===== config.mk =====
export PLATFORM = sky130hd
export DESIGN_NAME = lane_deskew
export DESIGN_NICKNAME = d
export VERILOG_FILES = /design/src/rtl/lane_deskew_pkg.sv /design/src/rtl/lane_deskew_buf.sv /design/src/rtl/lane_deskew_grp.sv /design/src/rtl/lane_deskew.sv
export SDC_FILE = /design/constraint.sdc
export NUM_CORES = 1
export LEC_CHECK = 0
export CORE_ASPECT_RATIO = 0.5
export CORE_MARGIN = 8
export CORE_UTILIZATION = 66
export CTS_BUF_LIST = sky130_fd_sc_hd__clkbuf_4 sky130_fd_sc_hd__clkbuf_8 sky130_fd_sc_hd__clkbuf_16
export CTS_CLUSTER_DIAMETER = 100
export DETAILED_ROUTE_END_ITERATION = 10
export MAX_ROUTING_LAYER = met4
export PLACE_DENSITY = 0.85
export SETUP_SLACK_MARGIN = 0.4
export SLEW_MARGIN = 20
export SYNTH_ARGS = -nofsm -noshare
export SYNTH_HDL_FRONTEND = slang
export SYNTH_SLANG_ARGS = --single-unit

===== constraint.sdc =====
create_clock -name clk -period 16.9 [get_ports clk]
set_input_delay 3.38 -clock clk [delete_from_list [all_inputs] [get_ports clk]]
set_output_delay 3.38 -clock clk [all_outputs]
set_load 0.03 [all_outputs]

===== src/rtl/lane_deskew_pkg.sv =====
package lane_deskew_pkg;

  // Lock-condition codes for cfg_start; lane-specific codes follow GATE_LANE0 in lane order.
  typedef enum logic [2:0] {
    GATE_ALL   = 3'd0,
    GATE_ANY   = 3'd1,
    GATE_LANE0 = 3'd2
  } gate_e;

  localparam int TRIG_W = 2;
  localparam int GATE_W = 3;

endpackage


===== src/rtl/lane_deskew_buf.sv =====
module lane_deskew_buf #(
  parameter int DW    = 8,
  parameter int DEPTH = 16,
  parameter int PW    = $clog2(DEPTH)
) (
  input  logic          clk,
  input  logic          rst,
  input  logic [DW-1:0] in_d,
  input  logic          in_c,
  input  logic [PW-1:0] dly,
  output logic [DW-1:0] out_d,
  output logic          out_c
);

  // Ring buffer: entry written dly cycles ago sits at wr_ptr - dly.
  logic [DW:0]   mem [DEPTH];
  logic [PW-1:0] wr_ptr;
  logic [PW-1:0] rd_ptr;

  assign rd_ptr = wr_ptr - dly;

  always_ff @(posedge clk) begin
    mem[wr_ptr] <= {in_c, in_d};
  end

  always_ff @(posedge clk) begin
    if (rst) begin
      wr_ptr <= '0;
      out_d  <= '0;
      out_c  <= 1'b0;
    end else begin
      wr_ptr <= wr_ptr + 1'b1;
      if (dly == '0) begin
        {out_c, out_d} <= {in_c, in_d};
      end else begin
        {out_c, out_d} <= mem[rd_ptr];
      end
    end
  end

endmodule


===== src/rtl/lane_deskew_grp.sv =====
module lane_deskew_grp #(
  parameter int LANES = 4,
  parameter int PW    = 4,
  parameter int TW    = 2
) (
  input  logic                      clk,
  input  logic                      rst,
  input  logic                      run,
  input  logic                      gate,
  input  logic                      dyn,
  input  logic [LANES-1:0]          mask,
  input  logic [LANES-1:0]          hit_in,
  input  logic [TW-1:0]             trig,
  output logic [LANES-1:0][PW-1:0]  dly_o,
  output logic                      aligned_o
);

  localparam logic [PW-1:0] CMAX = '1;

  logic                     win_open;
  logic [PW-1:0]            cnt;
  logic [PW-1:0]            cur;
  logic [PW-1:0]            latest;
  logic [LANES-1:0]         seen;
  logic [LANES-1:0]         seen_e;
  logic [LANES-1:0]         fresh;
  logic [LANES-1:0]         seen_n;
  logic [LANES-1:0][PW-1:0] off;
  logic [LANES-1:0][PW-1:0] off_n;
  logic [LANES-1:0][PW-1:0] meas;
  logic [TW:0]              rounds;
  logic                     done;
  logic                     measuring;

  always_comb begin
    seen_e = win_open ? seen : '0;
    cur    = win_open ? cnt : '0;
    fresh  = hit_in & mask & ~seen_e;
    seen_n = seen_e | fresh;
    done   = (seen_n != '0) && ((seen_n & mask) == mask);
    latest = '0;
    for (int k = 0; k < LANES; k++) begin
      off_n[k] = fresh[k] ? cur : off[k];
      if (mask[k] && (off_n[k] > latest)) latest = off_n[k];
    end
    for (int k = 0; k < LANES; k++) begin
      meas[k] = mask[k] ? (latest - off_n[k]) : '0;
    end
    measuring = run && gate && (!aligned_o || dyn);
  end

  always_ff @(posedge clk) begin
    if (rst) begin
      win_open  <= 1'b0;
      cnt       <= '0;
      seen      <= '0;
      off       <= '0;
      rounds    <= '0;
      dly_o     <= '0;
      aligned_o <= 1'b0;
    end else if (!run || !gate) begin
      win_open  <= 1'b0;
      seen      <= '0;
      rounds    <= '0;
      aligned_o <= 1'b0;
    end else if (measuring) begin
      if (done) begin
        win_open <= 1'b0;
        seen     <= '0;
        off      <= off_n;
        if (!aligned_o) begin
          if (rounds >= {1'b0, trig}) begin
            dly_o     <= meas;
            aligned_o <= 1'b1;
            rounds    <= '0;
          end else begin
            rounds <= rounds + 1'b1;
          end
        end else begin
          dly_o <= meas;
        end
      end else if (seen_n != '0) begin
        if (win_open && (cnt == CMAX)) begin
          win_open <= 1'b0;
          seen     <= '0;
        end else begin
          win_open <= 1'b1;
          cnt      <= cur + 1'b1;
          seen     <= seen_n;
          off      <= off_n;
        end
      end
    end
  end

endmodule


===== src/rtl/lane_deskew.sv =====
module lane_deskew
  import lane_deskew_pkg::*;
#(
  parameter int            LANES      = 4,
  parameter int            DW         = 8,
  parameter int            DEPTH      = 16,
  parameter logic [DW-1:0] ALIGN_CODE = 'h7C,
  localparam int           PW         = $clog2(DEPTH),
  localparam int           NGRP       = LANES / 2
) (
  input  logic                  clk,
  input  logic                  rst,
  input  logic [LANES*DW-1:0]   rx_data,
  input  logic [LANES-1:0]      rx_ctrl,
  input  logic [LANES-1:0]      rx_lock,
  input  logic                  cfg_en,
  input  logic                  cfg_quad,
  input  logic [TRIG_W-1:0]     cfg_trig,
  input  logic [GATE_W-1:0]     cfg_start,
  input  logic                  cfg_force,
  input  logic                  cfg_dyn,
  input  logic [LANES*PW-1:0]   cfg_man_dly,
  output logic [LANES*DW-1:0]   tx_data,
  output logic [LANES-1:0]      tx_ctrl,
  output logic [NGRP-1:0]       grp_aligned,
  output logic                  align_err
);

  function automatic logic gate_met(input logic [GATE_W-1:0] sel,
                                    input logic [LANES-1:0]  lk,
                                    input logic [LANES-1:0]  m);
    logic r;
    r = 1'b0;
    case (sel)
      GATE_ALL: r = (m != '0) && ((lk & m) == m);
      GATE_ANY: r = |(lk & m);
      default: begin
        for (int k = 0; k < LANES; k++) begin
          if (int'(sel) == int'(GATE_LANE0) + k) r = lk[k];
        end
      end
    endcase
    return r;
  endfunction

  logic [LANES-1:0]         hit_in;
  logic [LANES-1:0]         out_hit;
  logic [PW-1:0]            dly_sel [LANES];
  logic [LANES-1:0][PW-1:0] gdly    [NGRP];
  logic [LANES-1:0]         gmask   [NGRP];
  logic [NGRP-1:0]          galigned;
  logic [NGRP-1:0]          aligned_q;
  logic [NGRP-1:0]          gbad;

  // Measurement and delay control per group
  for (genvar g = 0; g < NGRP; g++) begin : g_grp
    logic grun;
    logic ggate;

    assign gmask[g] = cfg_quad ? ((g == 0) ? {LANES{1'b1}} : {LANES{1'b0}})
                               : (LANES'(2'b11) << (2 * g));
    assign grun  = cfg_en && (gmask[g] != '0);
    assign ggate = gate_met(cfg_start, rx_lock, gmask[g]);

    lane_deskew_grp #(
      .LANES (LANES),
      .PW    (PW),
      .TW    (TRIG_W)
    ) u_grp (
      .clk       (clk),
      .rst       (rst),
      .run       (grun),
      .gate      (ggate),
      .dyn       (cfg_dyn),
      .mask      (gmask[g]),
      .hit_in    (hit_in),
      .trig      (cfg_trig),
      .dly_o     (gdly[g]),
      .aligned_o (galigned[g])
    );

    // Output monitor starts one cycle after alignment so the delay switch settles
    always_ff @(posedge clk) begin
      if (rst) aligned_q[g] <= 1'b0;
      else     aligned_q[g] <= galigned[g];
    end

    assign gbad[g] = aligned_q[g] && cfg_dyn && (|(out_hit & gmask[g])) &&
                     ((out_hit & gmask[g]) != gmask[g]);
  end

  // Lane datapath
  for (genvar l = 0; l < LANES; l++) begin : g_lane
    localparam int PG = l / 2;

    assign hit_in[l] = rx_ctrl[l] && (rx_data[l*DW +: DW] == ALIGN_CODE);

    always_comb begin
      if (!cfg_en)       dly_sel[l] = '0;
      else if (cfg_force) dly_sel[l] = cfg_man_dly[l*PW +: PW];
      else if (cfg_quad)  dly_sel[l] = gdly[0][l];
      else                dly_sel[l] = gdly[PG][l];
    end

    lane_deskew_buf #(
      .DW    (DW),
      .DEPTH (DEPTH),
      .PW    (PW)
    ) u_buf (
      .clk   (clk),
      .rst   (rst),
      .in_d  (rx_data[l*DW +: DW]),
      .in_c  (rx_ctrl[l]),
      .dly   (dly_sel[l]),
      .out_d (tx_data[l*DW +: DW]),
      .out_c (tx_ctrl[l])
    );

    assign out_hit[l] = tx_ctrl[l] && (tx_data[l*DW +: DW] == ALIGN_CODE);
  end

  always_ff @(posedge clk) begin
    if (rst)        align_err <= 1'b0;
    else if (|gbad) align_err <= 1'b1;
  end

  assign grp_aligned = cfg_quad ? {NGRP{galigned[0]}} : galigned;

endmodule


Word-level counts from Yosys, hierarchy flattened
Memory sizes are Yosys's and may differ from the RTL's. A register that Yosys moved wholly into a read port is not among the register bits.
Index checks and enable logic that the tools add are counted.
{ "totals": {"reg_bits": 101, "in_bits": 67, "wordCells": 257, "out_inout_bits": 39, "mem_count": 4, "ram_bits": 576} }
{ "memory_table": {"columns": ["memory", "words", "word_bits", "rd", "rd_clocked_by_memory_dff", "write_ports", "line_no", "text"], "rows": [
  ["g_lane[0].u_buf.mem", 16, 9, 1, 1, 1, "lane_deskew_buf.sv:16", "logic [DW:0] mem [DEPTH];"],
  ["g_lane[1].u_buf.mem", 16, 9, 1, 1, 1, "lane_deskew_buf.sv:16", null],
  ["g_lane[2].u_buf.mem", 16, 9, 1, 1, 1, "lane_deskew_buf.sv:16", null],
  ["g_lane[3].u_buf.mem", 16, 9, 1, 1, 1, "lane_deskew_buf.sv:16", null]
]} }
{ "classes": {"reduce_logical": 72, "n_lt_le_gt_ge": 10, "n_addsub": 20, "bitwise_logic": 22, "mux": 75, "eq_ne": 23} }
{ "ops": {"columns": ["cell", "count"], "rows": [
  ["4-bit 2-to-1 mux", 46],
  ["16-bit 2-to-1 mux", 10],
  ["8-bit by 7-bit equality test with 1-bit output (second input constant)", 8],
  ["4-bit subtractor", 12],
  ["4-bit AND", 10],
  ["1-bit logical AND", 34],
  ["4-bit by 1-bit adder with 4-bit output (second input constant)", 6],
  ["4-bit greater-than comparator", 6],
  ["4-bit equality test", 4],
  ["4-bit AND reduction", 4],
  ["4-bit nonzero test", 4],
  ["4-bit OR reduction", 4],
  ["1-bit 2-to-1 mux", 14],
  ["3-bit equality test (second input constant)", 4],
  ["5-bit AND reduction", 2],
  ["4-bit equality test (second input constant)", 2],
  ["4-bit by 1-bit greater-than comparator with 1-bit output (second input constant)", 2],
  ["4-bit inequality test", 2],
  ["1-bit NOT", 8],
  ["4-bit NOT", 2],
  ["4-bit bitwise OR", 2],
  ["2-bit AND reduction", 4],
  ["2-bit nonzero test", 4],
  ["3-bit by 1-bit adder with 3-bit output (second input constant)", 2],
  ["other kinds (11)", 26]
]} }

Logic depth before layout (Yosys ltp)
{ "logic_depth": {"ltp_word": 21, "depth_mapped": 31, "depth_no_buf": 30} }

Modules after synthesis
Synthesis repeated with hierarchy kept, for this count alone.
{ "unflattened": {"hier_cells": 2507, "hier_area_um2": 32929.1} }
{ "by_module_without_submodules": {"columns": ["module", "instances", "area_per_inst_um2", "seq_area_each_um2", "cells_each"], "rows": [
  ["lane_deskew_buf (g_lane[2].u_buf ...)", 2, 6490.0, 4584.4, 415],
  ["lane_deskew_buf (g_lane[0].u_buf ...)", 2, 6476.2, 4584.4, 415],
  ["lane_deskew_grp (g_grp[0].u_grp)", 1, 3085.5, 900.9, 368],
  ["lane_deskew_grp (g_grp[1].u_grp)", 1, 3057.9, 900.9, 364],
  ["lane_deskew", 1, 853.3, 60.1, 115]
]} }

Worst setup path before layout
Ideal clock, no wire load.
{ "synth_timing": {"kind": "input -> register", "startpoint": "input port rx_data[8]", "endpoint": "register g_grp[0].u_grp.dly_o[15] in the netlist's numbering", "path_slack_ns": 6.627, "t_required_ns": 16.817, "path_stages": 29, "arrival_time_ns": 10.191, "setup_time_ns": 0.083, "path_buffers": 1, "path_cell_list": "or3b_1 or3_1 buf_6 a21oi_1 mux2i_1 inv_1 ha_1 nor2b_1 or4_1 nand3_1 mux2_2 ha_1 nor2b_1 o211ai_1 a21o_1 mux2_2 ha_1 nor2b_1 o21a_1 o21a_1 o211ai_1 mux2i_1 ha_1 nor2b_1 o21ai_0 nand2b_1 nand2b_1 or4_1 o221ai_1"} }
{ "synth_lines": {"columns": ["element", "line_no", "text"], "rows": [
  ["start, declared", "lane_deskew.sv:13", "input logic [LANES*DW-1:0] rx_data,"],
  ["end signal, assigned", "lane_deskew_grp.sv:73", "dly_o <= meas;"],
  ["end signal, assigned", "lane_deskew_grp.sv:80", "dly_o <= meas;"],
  ["end, declared", "lane_deskew_grp.sv:14", "output logic [LANES-1:0][PW-1:0] dly_o,"]
]} }

==> flow_metrics.tcl <==
set metrics [dict create \
    holdPathStages 2 \
    synth-compound-area-share_pct 8.56 \
    clock_skew_ns 0.0256 \
    drt-pass1-iter-count 7 \
    slew_headroom_pct 20.3 \
    period_share_pct 68.6 \
    peakVddDrop_uv 94.7 \
    drc 0 \
    grt_max_degree 81 \
    cts_root_buf "clkbuf_16" \
    async_flop_share_pct 0 \
    drive_gt1_share_pct 13.5 \
    cp.required_ns 17.43 \
    io_buffer_count 105 \
    cpLargestDelayFamily "simple AND/OR/NAND/NOR gates" \
    worst-r2r-cell-count 26 \
    grt_pass1_vias 20200 \
    cts_resized 0 \
    chipWidth_um 325 \
    ys_ff_latch 705 \
    fin_crit_ns 11.59 \
    synth-simple-area-share_pct 9.70 \
    synth_area_per_cell_um2 14.1 \
    dp.cells 2887 \
    setup_viol 0 \
    grt_use_total_pct 28.1 \
    grt_pass1_wl_um 118000 \
    synthAdderAreaFrac_pct 3.44 \
    core.rowCount 56 \
    ys_warn_count 0 \
    leakage_nw 11.9 \
    crit_fanout 18 \
    syn_area_um2 31500 \
    path_class "in2reg" \
    fp.dieH_um 171 \
    vias_per_cell 6.74 \
    dpl_worst_slack_ns 5.00 \
    outcome "completed" \
    critPathSlowestCell "clkdlybuf4s50_1" \
    worstSetupStartpointType "primary input" \
    antenna_found_initial 1 \
    synth_ff_type "edfxtp_1" \
    fmax_mhz 86.3 \
    hold_viol 0 \
    synth_nets 2383 \
    min_from "g_grp[0].u_grp.dly_o[14]" \
    ant_nets 0 \
    worst_hold_path.endpoint "g_grp[0].u_grp.dly_o[14]" \
    cts_tree "done" \
    synth_edf_count 576 \
    timing.rr.end "g_grp[0].u_grp.dly_o[15]" \
    clock_sinks 705 \
    clk_pin_slew_ns 0.07 \
    cts-buffers-inserted 57 \
    synth.top_cell.area_share_pct 54.8 \
    finish.utilization_pct 74.5 \
    cts-htree-levels 2 \
    finalPower_mw 3.99 \
    vias 20200 \
    grt_overflow 0 \
    setup_tns_ns 0 \
    final_cells 2995 \
    power_density_nw_per_um2 114 \
    fin_nets 2455 \
    syn_inst 2236 \
    synth_top_family_by_area "multiplexers" \
    dieArea_um2 55500 \
    insertion_delay_ns 0.63 \
    worst-path-buf-inv 2 \
    hold_class "reg2reg" \
    coreArea_um2 47000 \
    rsz0062_at_grt "no" \
    start_util_pct 67.1 \
    synth_top_cell_by_area "edfxtp_1" \
    maxSlewViolCount 0 \
    wl_per_cell_um 25.7 \
    cp.arrival_ns 12.12 \
    critPathMaxStageDelay_ns 0.83 \
    io_pins 106 \
    synth-xor-area-share_pct 1.69 \
    cap_violations 0 \
    end_kind "flip-flop" \
    clockBufferDepth 3 \
    yosys-top-cells-area "edfxtp_1 55%, dfxtp_1 8.2%, mux4_2 6.9%, ha_1 2.8%, mux2i_1 2.6%" \
    reg2reg_setup_slack_ns 9.03 \
    yosysSeqAreaShare_pct 63.0 \
    drt_iter0_markers 2658 \
    setup_slack_ns 5.31 \
    synth.distinct_cells 79 \
    r2r-start "g_grp[0].u_grp.win_open" \
    dp_hpwl_um 47500 \
    wirelength_um 77100 \
    synth_mux_area_share_pct 11.4 \
    worstMarginPinSlew_ns 1.18 \
    area_growth_pct 11.0 \
    hold_buffers 0 \
    postCtsSetupRepairBufs 0 \
    place.gp.congestion 0.900 \
]
-- worst register-to-register path: cells and delay by family, from the launching register on --
family / cells / cell delay (ns)
mux: 4 / 1.76
buf+inv: 1 / 0.15
compound gates: 8 / 1.83
simple gates: 9 / 1.90
fa+ha+maj: 4 / 1.25
flops: 1 / 0.87
-- sequential cells by signal (all words and copies together) (netlist names) --
| signal | count |
|---|---|
| align_err | 1 |
| aligned_q | 2 |
| g_grp.u_grp.aligned_o | 2 |
| g_grp.u_grp.cnt | 8 |
| g_grp.u_grp.dly_o | 24 |
| g_grp.u_grp.off | 24 |
| g_grp.u_grp.rounds | 6 |
| g_grp.u_grp.seen | 8 |
| g_grp.u_grp.win_open | 2 |
| g_lane.u_buf.mem | 576 |
| g_lane.u_buf.out_c | 4 |
| g_lane.u_buf.out_d | 32 |
| g_lane.u_buf.wr_ptr | 16 |
-- synth_stat cells (all sizes together) (15+ instances only) --
cell,number
nand2b,15
and3,17
nand4,17
buf,31
a211oi,35
xor2,16
edfxtp,576
and2,66
o21a,24
xnor2,29
a21oi,55
nor2b,23
a31oi,32
a222oi,28
nand3,56
o21ai,34
mux2,53
clkbuf,87
nor3,25
ha,70
nand2,211
inv,56
a311oi,21
o211ai,27
o221a,18
mux2i,83
dfxtp,129
mux4,96
nor2,146
-- area by class of cell --
type,instances,area (um^2)
fill,2745,12000
clock inverter,28,236
clock buffer,79,1640
inverter,58,218
multi-input combinational,1355,11000
sequential,705,19900
timing repair buffer,131,1240
tap,638,798
antenna,1,2.50
-- cells by family (layout without fill, tap and decap cells) --
logic type / count (synthesis) / after routing
AOI/OAI and AO/OA: 357 / 357
xor gates and xnor gates: 51 / 51
adders and majority gates: 81 / 81
buffers and inverters: 176 / 296
DFF: 705 / 705
muxes: 232 / 232
other: 0 / 1
and+or+nand+nor: 634 / 634
-- through the flow --
step,hold slack (ns),area [um^2]
finish,0.468,35000
global route,0.482,35000
CTS,0.469,35000
detailed placement,0.450,33100
global placement,0.444,33100
floorplan,0.428,31500
-- per-layer routing --
layer	up-vias	routed length [um]	part of all wire [%]	track usage (%)
li1	8800	-	-	-
met1	9974	29500	38	36.4
met2	1227	37500	49	45.9
met3	192	7740	10	5.14
met4	0	2330	3.0	8.72
met5	-	0	0	-
-- power breakdown --
| part | total [mW] | internal [mW] | switching [mW] |
|---|---|---|---|
| clock network | 1.35 | 0.728 | 0.626 |
| registers | 1.97 | 1.94 | 0.0294 |
| logic | 0.668 | 0.262 | 0.405 |
| total | 3.99 | 2.93 | 1.06 |
-- placed cells by master (no fill, tap or decap), drive strengths merged, types with 21 or more instances in the layout --
master,instances
a211oi,35
a21oi,55
a222oi,28
a311oi,21
a31oi,32
and2,66
buf,27
clkbuf,79
clkdlybuf4s50,104
dfxtp,129
edfxtp,576
ha,70
inv,57
mux2,53
mux2i,83
mux4,96
nand2,211
nand3,56
nor2,146
nor2b,23
nor3,25
o211ai,27
o21a,24
o21ai,34
xnor2,29
-- worst max-delay path by stage --
| stage | from | endpoint | cells after the start |
|---|---|---|---|
| after global placement | rx_data[10] | g_grp[0].u_grp.dly_o[7] | 28 |
| after CTS | rx_data[10] | g_grp[0].u_grp.dly_o[15] | 29 |
| after global routing | rx_data[10] | g_grp[0].u_grp.dly_o[15] | 29 |
| after detailed placement | rx_data[14] | g_grp[0].u_grp.dly_o[7] | 28 |
| final | rx_data[10] | g_grp[0].u_grp.dly_o[15] | 29 |
| after floorplan | rx_data[8] | g_grp[0].u_grp.dly_o[15] | 29 |
Power figures use the tool's default switching activity.
